### config.mk
export PLATFORM = sky130hd
export DESIGN_NAME = tx_ring_fetch
export DESIGN_NICKNAME = d
export VERILOG_FILES = /design/src/rtl/tx_ring_pkg.sv /design/src/rtl/tx_ring_ptr.sv /design/src/rtl/tx_ring_ctl.sv /design/src/rtl/tx_ring_fetch.sv
export SDC_FILE = /design/constraint.sdc
export NUM_CORES = 1
export LEC_CHECK = 0
export ABC_AREA = 1
export BUFFER_PORTS_ARGS = -buffer_cell sky130_fd_sc_hd__buf_2
export CAP_MARGIN = 20
export CORE_UTILIZATION = 45
export CTS_CLUSTER_DIAMETER = 40
export DETAILED_ROUTE_END_ITERATION = 12
export PLACE_DENSITY = 0.75
export SYNTH_ARGS = -nofsm -noshare
export SYNTH_HDL_FRONTEND = slang
export SYNTH_SLANG_ARGS = --single-unit
### constraint.sdc
create_clock -name clk_i -period 1.1 [get_ports clk_i]
set_input_delay 0.11 -clock clk_i [delete_from_list [all_inputs] [get_ports clk_i]]
set_output_delay 0.11 -clock clk_i [all_outputs]
set_load 0.05 [all_outputs]
### src/rtl/tx_ring_pkg.sv
package tx_ring_pkg;
  localparam int WORD_W     = 32;
  localparam int LEN_W      = 16;
  localparam int BIT_OWN    = 31;
  localparam int BIT_EOL    = 30;
  localparam int DESC_SHIFT = 4;
  localparam int DESC_BYTES = 1 << DESC_SHIFT;

  typedef enum logic [3:0] {
    S_IDLE, S_RD0, S_CAP0, S_RD1, S_CAP1, S_RD2, S_CAP2, S_SEND, S_WAIT, S_WB
  } fetch_state_e;
endpackage

### src/rtl/tx_ring_ptr.sv
module tx_ring_ptr
  import tx_ring_pkg::*;
#(
  parameter int AW = 12
) (
  input  logic          clk_i,
  input  logic          rst_ni,
  input  logic          base_we_i,
  input  logic [AW-1:0] base_wdata_i,
  input  logic          soft_rst_i,
  input  logic          adv_i,
  input  logic          eol_i,
  output logic [AW-1:0] ptr_o
);
  localparam int LOW = DESC_SHIFT;
  localparam logic [AW-1:0] STRIDE = AW'(DESC_BYTES);

  logic [AW-1:0] base_q, ptr_q;
  logic [AW-1:0] base_aligned;

  assign base_aligned = {base_wdata_i[AW-1:LOW], {LOW{1'b0}}};

  always_ff @(posedge clk_i or negedge rst_ni) begin
    if (!rst_ni) begin
      base_q <= '0;
      ptr_q  <= '0;
    end else if (base_we_i) begin
      base_q <= base_aligned;
      ptr_q  <= base_aligned;
    end else if (soft_rst_i) begin
      ptr_q  <= base_q;
    end else if (adv_i) begin
      ptr_q  <= eol_i ? base_q : ptr_q + STRIDE;
    end
  end

  assign ptr_o = ptr_q;
endmodule

### src/rtl/tx_ring_ctl.sv
module tx_ring_ctl
  import tx_ring_pkg::*;
#(
  parameter int AW = 12
) (
  input  logic              clk_i,
  input  logic              rst_ni,
  input  logic              start_i,
  input  logic              soft_rst_i,
  input  logic [AW-1:0]     ptr_i,
  input  logic [WORD_W-1:0] mem_rdata_i,
  input  logic              snd_ready_i,
  input  logic              snd_done_i,
  output logic              mem_req_o,
  output logic              mem_we_o,
  output logic [AW-1:0]     mem_addr_o,
  output logic [WORD_W-1:0] mem_wdata_o,
  output logic              snd_valid_o,
  output logic [WORD_W-1:0] snd_addr_o,
  output logic [LEN_W-1:0]  snd_len_o,
  output logic              run_o,
  output logic              err_o,
  output logic              adv_o,
  output logic              eol_o
);
  localparam logic [WORD_W-1:0] OWN_MASK = WORD_W'(1) << BIT_OWN;

  fetch_state_e      state_q, state_d;
  logic [WORD_W-1:0] ctrl_q, baddr_q;
  logic [LEN_W-1:0]  len_q;
  logic              run_q, err_q;
  logic [1:0]        wsel;
  logic              req, we, adv;
  logic              own_seen, len_zero;

  assign own_seen = mem_rdata_i[BIT_OWN];
  assign len_zero = (mem_rdata_i[WORD_W-1 -: LEN_W] == '0);

  always_comb begin
    state_d = state_q;
    req     = 1'b0;
    we      = 1'b0;
    wsel    = 2'd0;
    adv     = 1'b0;
    unique case (state_q)
      S_IDLE: if (run_q) state_d = S_RD0;
      S_RD0:  begin req = 1'b1; wsel = 2'd0; state_d = S_CAP0; end
      S_CAP0: state_d = own_seen ? S_RD1 : S_IDLE;
      S_RD1:  begin req = 1'b1; wsel = 2'd1; state_d = S_CAP1; end
      S_CAP1: state_d = len_zero ? S_WB : S_RD2;
      S_RD2:  begin req = 1'b1; wsel = 2'd2; state_d = S_CAP2; end
      S_CAP2: state_d = S_SEND;
      S_SEND: if (snd_ready_i) state_d = S_WAIT;
      S_WAIT: if (snd_done_i) state_d = S_WB;
      S_WB:   begin req = 1'b1; we = 1'b1; adv = 1'b1; state_d = S_IDLE; end
      default: state_d = S_IDLE;
    endcase
    // soft reset abandons the descriptor in flight
    if (soft_rst_i) begin
      state_d = S_IDLE;
      req     = 1'b0;
      we      = 1'b0;
      adv     = 1'b0;
    end
  end

  always_ff @(posedge clk_i or negedge rst_ni) begin
    if (!rst_ni) begin
      state_q <= S_IDLE;
      ctrl_q  <= '0;
      len_q   <= '0;
      baddr_q <= '0;
      run_q   <= 1'b0;
      err_q   <= 1'b0;
    end else begin
      state_q <= state_d;
      if (state_q == S_CAP0) ctrl_q  <= mem_rdata_i;
      if (state_q == S_CAP1) len_q   <= mem_rdata_i[WORD_W-1 -: LEN_W];
      if (state_q == S_CAP2) baddr_q <= mem_rdata_i;
      if (soft_rst_i)                             run_q <= 1'b0;
      else if (start_i)                           run_q <= 1'b1;
      else if (state_q == S_CAP0 && !own_seen)    run_q <= 1'b0;
      if (state_q == S_CAP1 && len_zero && !soft_rst_i) err_q <= 1'b1;
    end
  end

  assign mem_req_o   = req;
  assign mem_we_o    = we;
  assign mem_addr_o  = ptr_i + AW'({wsel, 2'b00});
  assign mem_wdata_o = ctrl_q & ~OWN_MASK;
  assign snd_valid_o = (state_q == S_SEND);
  assign snd_addr_o  = baddr_q;
  assign snd_len_o   = len_q;
  assign run_o       = run_q;
  assign err_o       = err_q;
  assign adv_o       = adv;
  assign eol_o       = ctrl_q[BIT_EOL];
endmodule

### src/rtl/tx_ring_fetch.sv
module tx_ring_fetch
  import tx_ring_pkg::*;
#(
  parameter int AW = 12
) (
  input  logic              clk_i,
  input  logic              rst_ni,
  input  logic              start_i,
  input  logic              soft_rst_i,
  input  logic              base_we_i,
  input  logic [AW-1:0]     base_wdata_i,
  output logic              mem_req_o,
  output logic              mem_we_o,
  output logic [AW-1:0]     mem_addr_o,
  output logic [WORD_W-1:0] mem_wdata_o,
  input  logic [WORD_W-1:0] mem_rdata_i,
  output logic              snd_valid_o,
  input  logic              snd_ready_i,
  output logic [WORD_W-1:0] snd_addr_o,
  output logic [LEN_W-1:0]  snd_len_o,
  input  logic              snd_done_i,
  output logic              run_o,
  output logic              err_o
);
  logic [AW-1:0] ptr;
  logic          adv, eol;

  tx_ring_ptr #(.AW(AW)) i_ptr (
    .clk_i        (clk_i),
    .rst_ni       (rst_ni),
    .base_we_i    (base_we_i),
    .base_wdata_i (base_wdata_i),
    .soft_rst_i   (soft_rst_i),
    .adv_i        (adv),
    .eol_i        (eol),
    .ptr_o        (ptr)
  );

  tx_ring_ctl #(.AW(AW)) i_ctl (
    .clk_i       (clk_i),
    .rst_ni      (rst_ni),
    .start_i     (start_i),
    .soft_rst_i  (soft_rst_i),
    .ptr_i       (ptr),
    .mem_rdata_i (mem_rdata_i),
    .snd_ready_i (snd_ready_i),
    .snd_done_i  (snd_done_i),
    .mem_req_o   (mem_req_o),
    .mem_we_o    (mem_we_o),
    .mem_addr_o  (mem_addr_o),
    .mem_wdata_o (mem_wdata_o),
    .snd_valid_o (snd_valid_o),
    .snd_addr_o  (snd_addr_o),
    .snd_len_o   (snd_len_o),
    .run_o       (run_o),
    .err_o       (err_o),
    .adv_o       (adv),
    .eol_o       (eol)
  );
endmodule

* Word level (Yosys, flattened, before mapping)
Index checks and enable logic that the tools add are counted.
Word-level totals: bits in registers 105, bits of input ports 51, output and inout port bits 97, logic and storage cells 52
Cells by class: add/sub/neg operators 2, equal/unequal tests 12, mux-type cells 19, reduce and logical (&&, ||, !) cells 11
Operators by type and width (count):
- 12-bit two-way mux | 4
- 4-bit one-hot mux with 9 select lines | 1
- 4-bit two-way mux | 5
- 4-bit by 3-bit == test with 1-bit output, second input constant | 4
- 16-bit zero test | 1
- 12-bit by 4-bit adder with 12-bit output | 1
- 12-bit by 5-bit adder with 12-bit output, second input constant | 1
- 4-bit by 2-bit == test with 1-bit output, second input constant | 2
- 4-bit == test, second input constant | 2
- 1-bit two-way mux | 7
- 3-bit by 2-bit != test with 1-bit output, second input constant | 2
- 3-bit nonzero test | 2
- 4-bit by 1-bit == test with 1-bit output, second input constant | 1
- 4-bit zero test | 1
- 2-bit one-hot mux with 2 select lines | 1
- 4-bit OR reduction | 1
- 1-bit logical AND | 3
- 3-bit != test, second input constant | 1
- 3-bit AND reduction | 1
- 1-bit zero test | 2
- 2-bit two-way mux | 1

* Logic depth before layout (Yosys ltp)
depth after elaboration 6, depth in mapped cells 9, depth with buffers taken out 9

* Hierarchy
Synthesis repeated with hierarchy kept, for this count alone.
Second synthesis, totals: cells, all modules 523, area, all modules 4664.5 um^2
Modules (own cells, without submodules):
- tx_ring_ctl | instances 1, cells each 398, area each 3714.8 um^2
- tx_ring_ptr | instances 1, cells each 125, area each 949.7 um^2

* Least setup slack after synthesis
No wires, ideal clock.
path kind flip-flop to output port, start register i_ctl.state_q[3], end output port mem_req_o, arrival time 1.554 ns, required time 0.990 ns, setup slack -0.564 ns, cell stages (with the launch flop) 4, cells stage by stage dfrtp_1 > nor2_1 > nand3_1 > a21oi_1
Between the ends: longest elaborated chain between the ends 4
RTL lines:
- start: declaration | RTL line tx_ring_ctl.sv:28 | fetch_state_e state_q, state_d;
- start signal: assignment | RTL line tx_ring_ctl.sv:76 | state_q <= state_d;
- 4-bit == test, or another cell as far along | RTL line tx_ring_ctl.sv:45 | unique case (state_q)
- 4-bit OR reduction (no source line) *
- 1-bit two-way mux * | RTL line tx_ring_ctl.sv:45
- 1-bit two-way mux * | RTL line tx_ring_ctl.sv:59 | if (soft_rst_i) begin
- end: declaration | RTL line tx_ring_fetch.sv:12 | output logic mem_req_o,
Mark *: on every way between the ends. The rest lies on a longest branch, timed or not.

* Worst setup path in the final report
start register i_ctl.state_q[0], end register i_ctl.state_q[3]
Between the ends: longest elaborated chain between the ends 3
RTL lines (RTL line):
- 4-bit == test, or another cell as far along | tx_ring_ctl.sv:45
- 4-bit one-hot mux with 9 select lines, or another cell as far along | tx_ring_ctl.sv:45
- 4-bit two-way mux or 3-bit AND reduction (tied branches)
Parallel ways exist; a longest one is shown, timed or not. A chain may end at the register's enable or synchronous reset.

==> results.yml <==
place:
  gp_congestion: 0.904
  place_hpwl_mm: 8.22
  placed_cell_area_sq_um: 5610
  portBuffers: 140
  dp.cells: 798
  post-place-ws_ps: -270
critical_path:
  critPathLaunchType: "flip-flop"
  cp-end-kind: "flip-flop"
  required_ps: 1430
  cp_max_fo: 3
  critPathArrivalTime_ps: 2070
  crit_type: "flip-flop to flip-flop"
  crit_path_start: "i_ctl.state_q[0]"
  timing.rr.start: "i_ctl.state_q[0]"
  rr_worst_depth: 10
floorplanning:
  io_pins: 148
  core_sq_um: 9370
  die_h_um: 101
  chipWidth_um: 101
  rows: 35
  start_util_pct: 47.0
  dieArea_sq_um: 10200
timing:
  finalHoldViolCount: 0
  tns_ps: -50790
  finalCritPeriodShare_pct: 158
  fmax_mhz: 575
  rsz0062_at_grt: "yes"
  finalSetupViolCount: 150
  fin_ws_ps: -640
  drv_slew: 0
  skew_ps: 19.8
  period_needed_ps: 1740
synth:
  synth_area_leader_cell: "dfrtp_1"
  seq_area_frac_synth_pct: 57.4
  synth_edf_count: 0
  synthSimpleGateAreaFrac_pct: 17.9
  synth_compound_area_share_pct: 13.7
  synth_cells: 509
  synth_commonest_cells: "nand2_1, dfrtp_1, o21ai_1, inv_1, nor2_1"
  synth_mux_area_share_pct: 0
  synth_seq_cells: 101
  ys_types: 28
  synth_fa_ha_area_share_pct: 0.568
  synth_top_area_share_pct: 57.4
  synth_area_leaders: "dfrtp_1, nand2_1, o21ai_1, inv_1, o21ai_0"
  ys.flop_type: "dfrtp_1"
  syn_area_sq_um: 4410
  synth_xor_area_share_pct: 0.596
  yosysWarnings: 0
  synth_top_family_by_area: "simple AND/OR/NAND/NOR gates"
  ys_async_sr_fraction_pct: 100
  yosysMostFrequentCell: "nand2_1"
  synthesis.area_per_instance_sq_um: 8.66
finish:
  diodes: 0
  nets: 843
  nFillCells: 384
  final_cell_area_sq_um: 8350
  drive_gt1_share_pct: 58.4
  fin_cells: 924
  syn_to_final_growth_pct: 89.5
grt:
  grt_start_max_net_pins: 33
  gr-usage-all-layers_pct: 32.8
  grt_pass1_wl_mm: 25.0
  antenna_found_initial: 0
  grt_pass1_vias: 4917
  grt_overflow: 0
detailed_routing:
  wl_per_cell_um: 22.3
  first_pass_iters: 7
  drcViolationCount: 0
  ant_nets: 0
  via_count: 5251
  routed_wl_mm: 20.6
  vias_per_cell: 5.68
  drt_iter0_drc: 207
run_status:
  status: "complete, but fails checks"
  violations: "negative setup slack"
clock_network:
  ctsLongestPathBuffers: 2
  clkTransAtPathRegs_ps: 120
  clk-insertion-delay-late_ps: 390
  cts-root-buf: "clkbuf_8"
  cts_num_sinks: 101
  numCtsBuffers: 9
  cts_htree_levels: 3
  cts_tree: "done"
min_path:
  min-delay-path-class: "input pin to flip-flop"
  whs_path_depth: 3
  hp-start: "mem_rdata_i[9]"
power:
  peakVddDrop_uv: 2510
  power.density_nw_per_um2: 3380
  total_power_mw: 28.2
  power.leakage_nw: 4.17
run:
  drv_cap: 0
-- per-stage QoR --
stage	utilization [%]	hold WS, ps
after floorplan	-	-186
after global placement	59.9	49.1
after detailed placement	59.9	53.4
after CTS	79.5	1.43
after global routing	89.1	7.84
final	89.1	8.91
-- layout by cell type, fill, tap and decap left out, types with 15 or more instances in the layout --
| cell type | instances |
|---|---|
| inv_1 | 54 |
| dlygate4sd3_1 | 16 |
| buf_4 | 119 |
| o21ai_2 | 54 |
| o21ai_1 | 28 |
| nand2_2 | 22 |
| nor2_1 | 15 |
| buf_12 | 16 |
| buf_2 | 46 |
| buf_6 | 75 |
| nand2_1 | 76 |
| nand2_4 | 36 |
| dfrtp_1 | 97 |
-- sequential cells by signal, summed over array words and instances (netlist names) --
| register | flops |
|---|---|
| i_ctl.err_o | 1 |
| i_ctl.run_o | 1 |
| i_ctl.snd_len_o | 16 |
| i_ptr.base_q | 8 |
| i_ctl.ctrl_q | 31 |
| i_ptr.ptr_o | 8 |
| i_ctl.state_q | 4 |
| i_ctl.snd_addr_o | 32 |
-- critical path, cell delays in order (launching register included) --
cell and delay [ps]:
dfrtp_1 470, buf_6 170, buf_12 120, nor2_4 130, inv_2 80, nor2_4 160, buf_6 140, nand3_4 100
nand2_2 120, nand2_1 100, nand2_1 90
-- per-layer routing --
layer	global-route usage, %	part of all wire, %	vias to the layer above
met5	0	0	-
met3	6.80	8.1	155
met4	19.3	8.2	0
li1	-	-	2166
met1	38.3	35	2561
met2	56.1	49	369
-- layout make-up --
cell class / count / area [sq um] / share of cell area, %
repair inverters: 3 / 40.0 / 0.479
inverters: 64 / 263 / 3.15
well taps: 129 / 161 / 1.93
multi-input cells: 319 / 2290 / 27.4
repair buffers: 292 / 2850 / 34.2
flip-flops and latches: 101 / 2530 / 30.3
clock buffers: 11 / 131 / 1.57
clock inverters: 5 / 82.6 / 0.989
-- worst paths after layout --
kind | endpoint | slack (ps)
worst max-delay path | i_ctl.state_q[3] | -640
worst min-delay path | i_ctl.snd_addr_o[9] | 9
worst max register to register | i_ctl.state_q[3] | -640
worst min register to register | i_ctl.snd_addr_o[26] | 490
max in group asynchronous | i_ctl.ctrl_q[27] | 330
min in group asynchronous | i_ctl.snd_addr_o[29] | 180
-- what timing repair did --
item | in CTS | in global routing
endpoints found under the hold margin | 73 | 0
resized for setup | 217 | 201
hold buffers | 16 | 0
setup endpoints to repair | 184 | 152
pin swaps | 21 | 14
buffers inserted | 40 | 45
gates cloned | 17 | 2
-- report_power, final --
part	total [mW]	leakage [nW]	switching [mW]	internal (mW)
Clock	2.77	0.108	1.47	1.30
Sequential	6.94	1.19	1.61	5.32
Combinational	18.5	2.87	11.2	7.33
-- cells by family after synthesis --
kind of cell,after synthesis
XOR/XNOR,3
AND/OR/NAND/NOR,197
buffers and inverters,94
other,1
adder cells (fa/ha/maj),2
flip-flops,101
AO/OA/AOI/OAI,111
No activity file was read; power rests on OpenSTA's default activity.
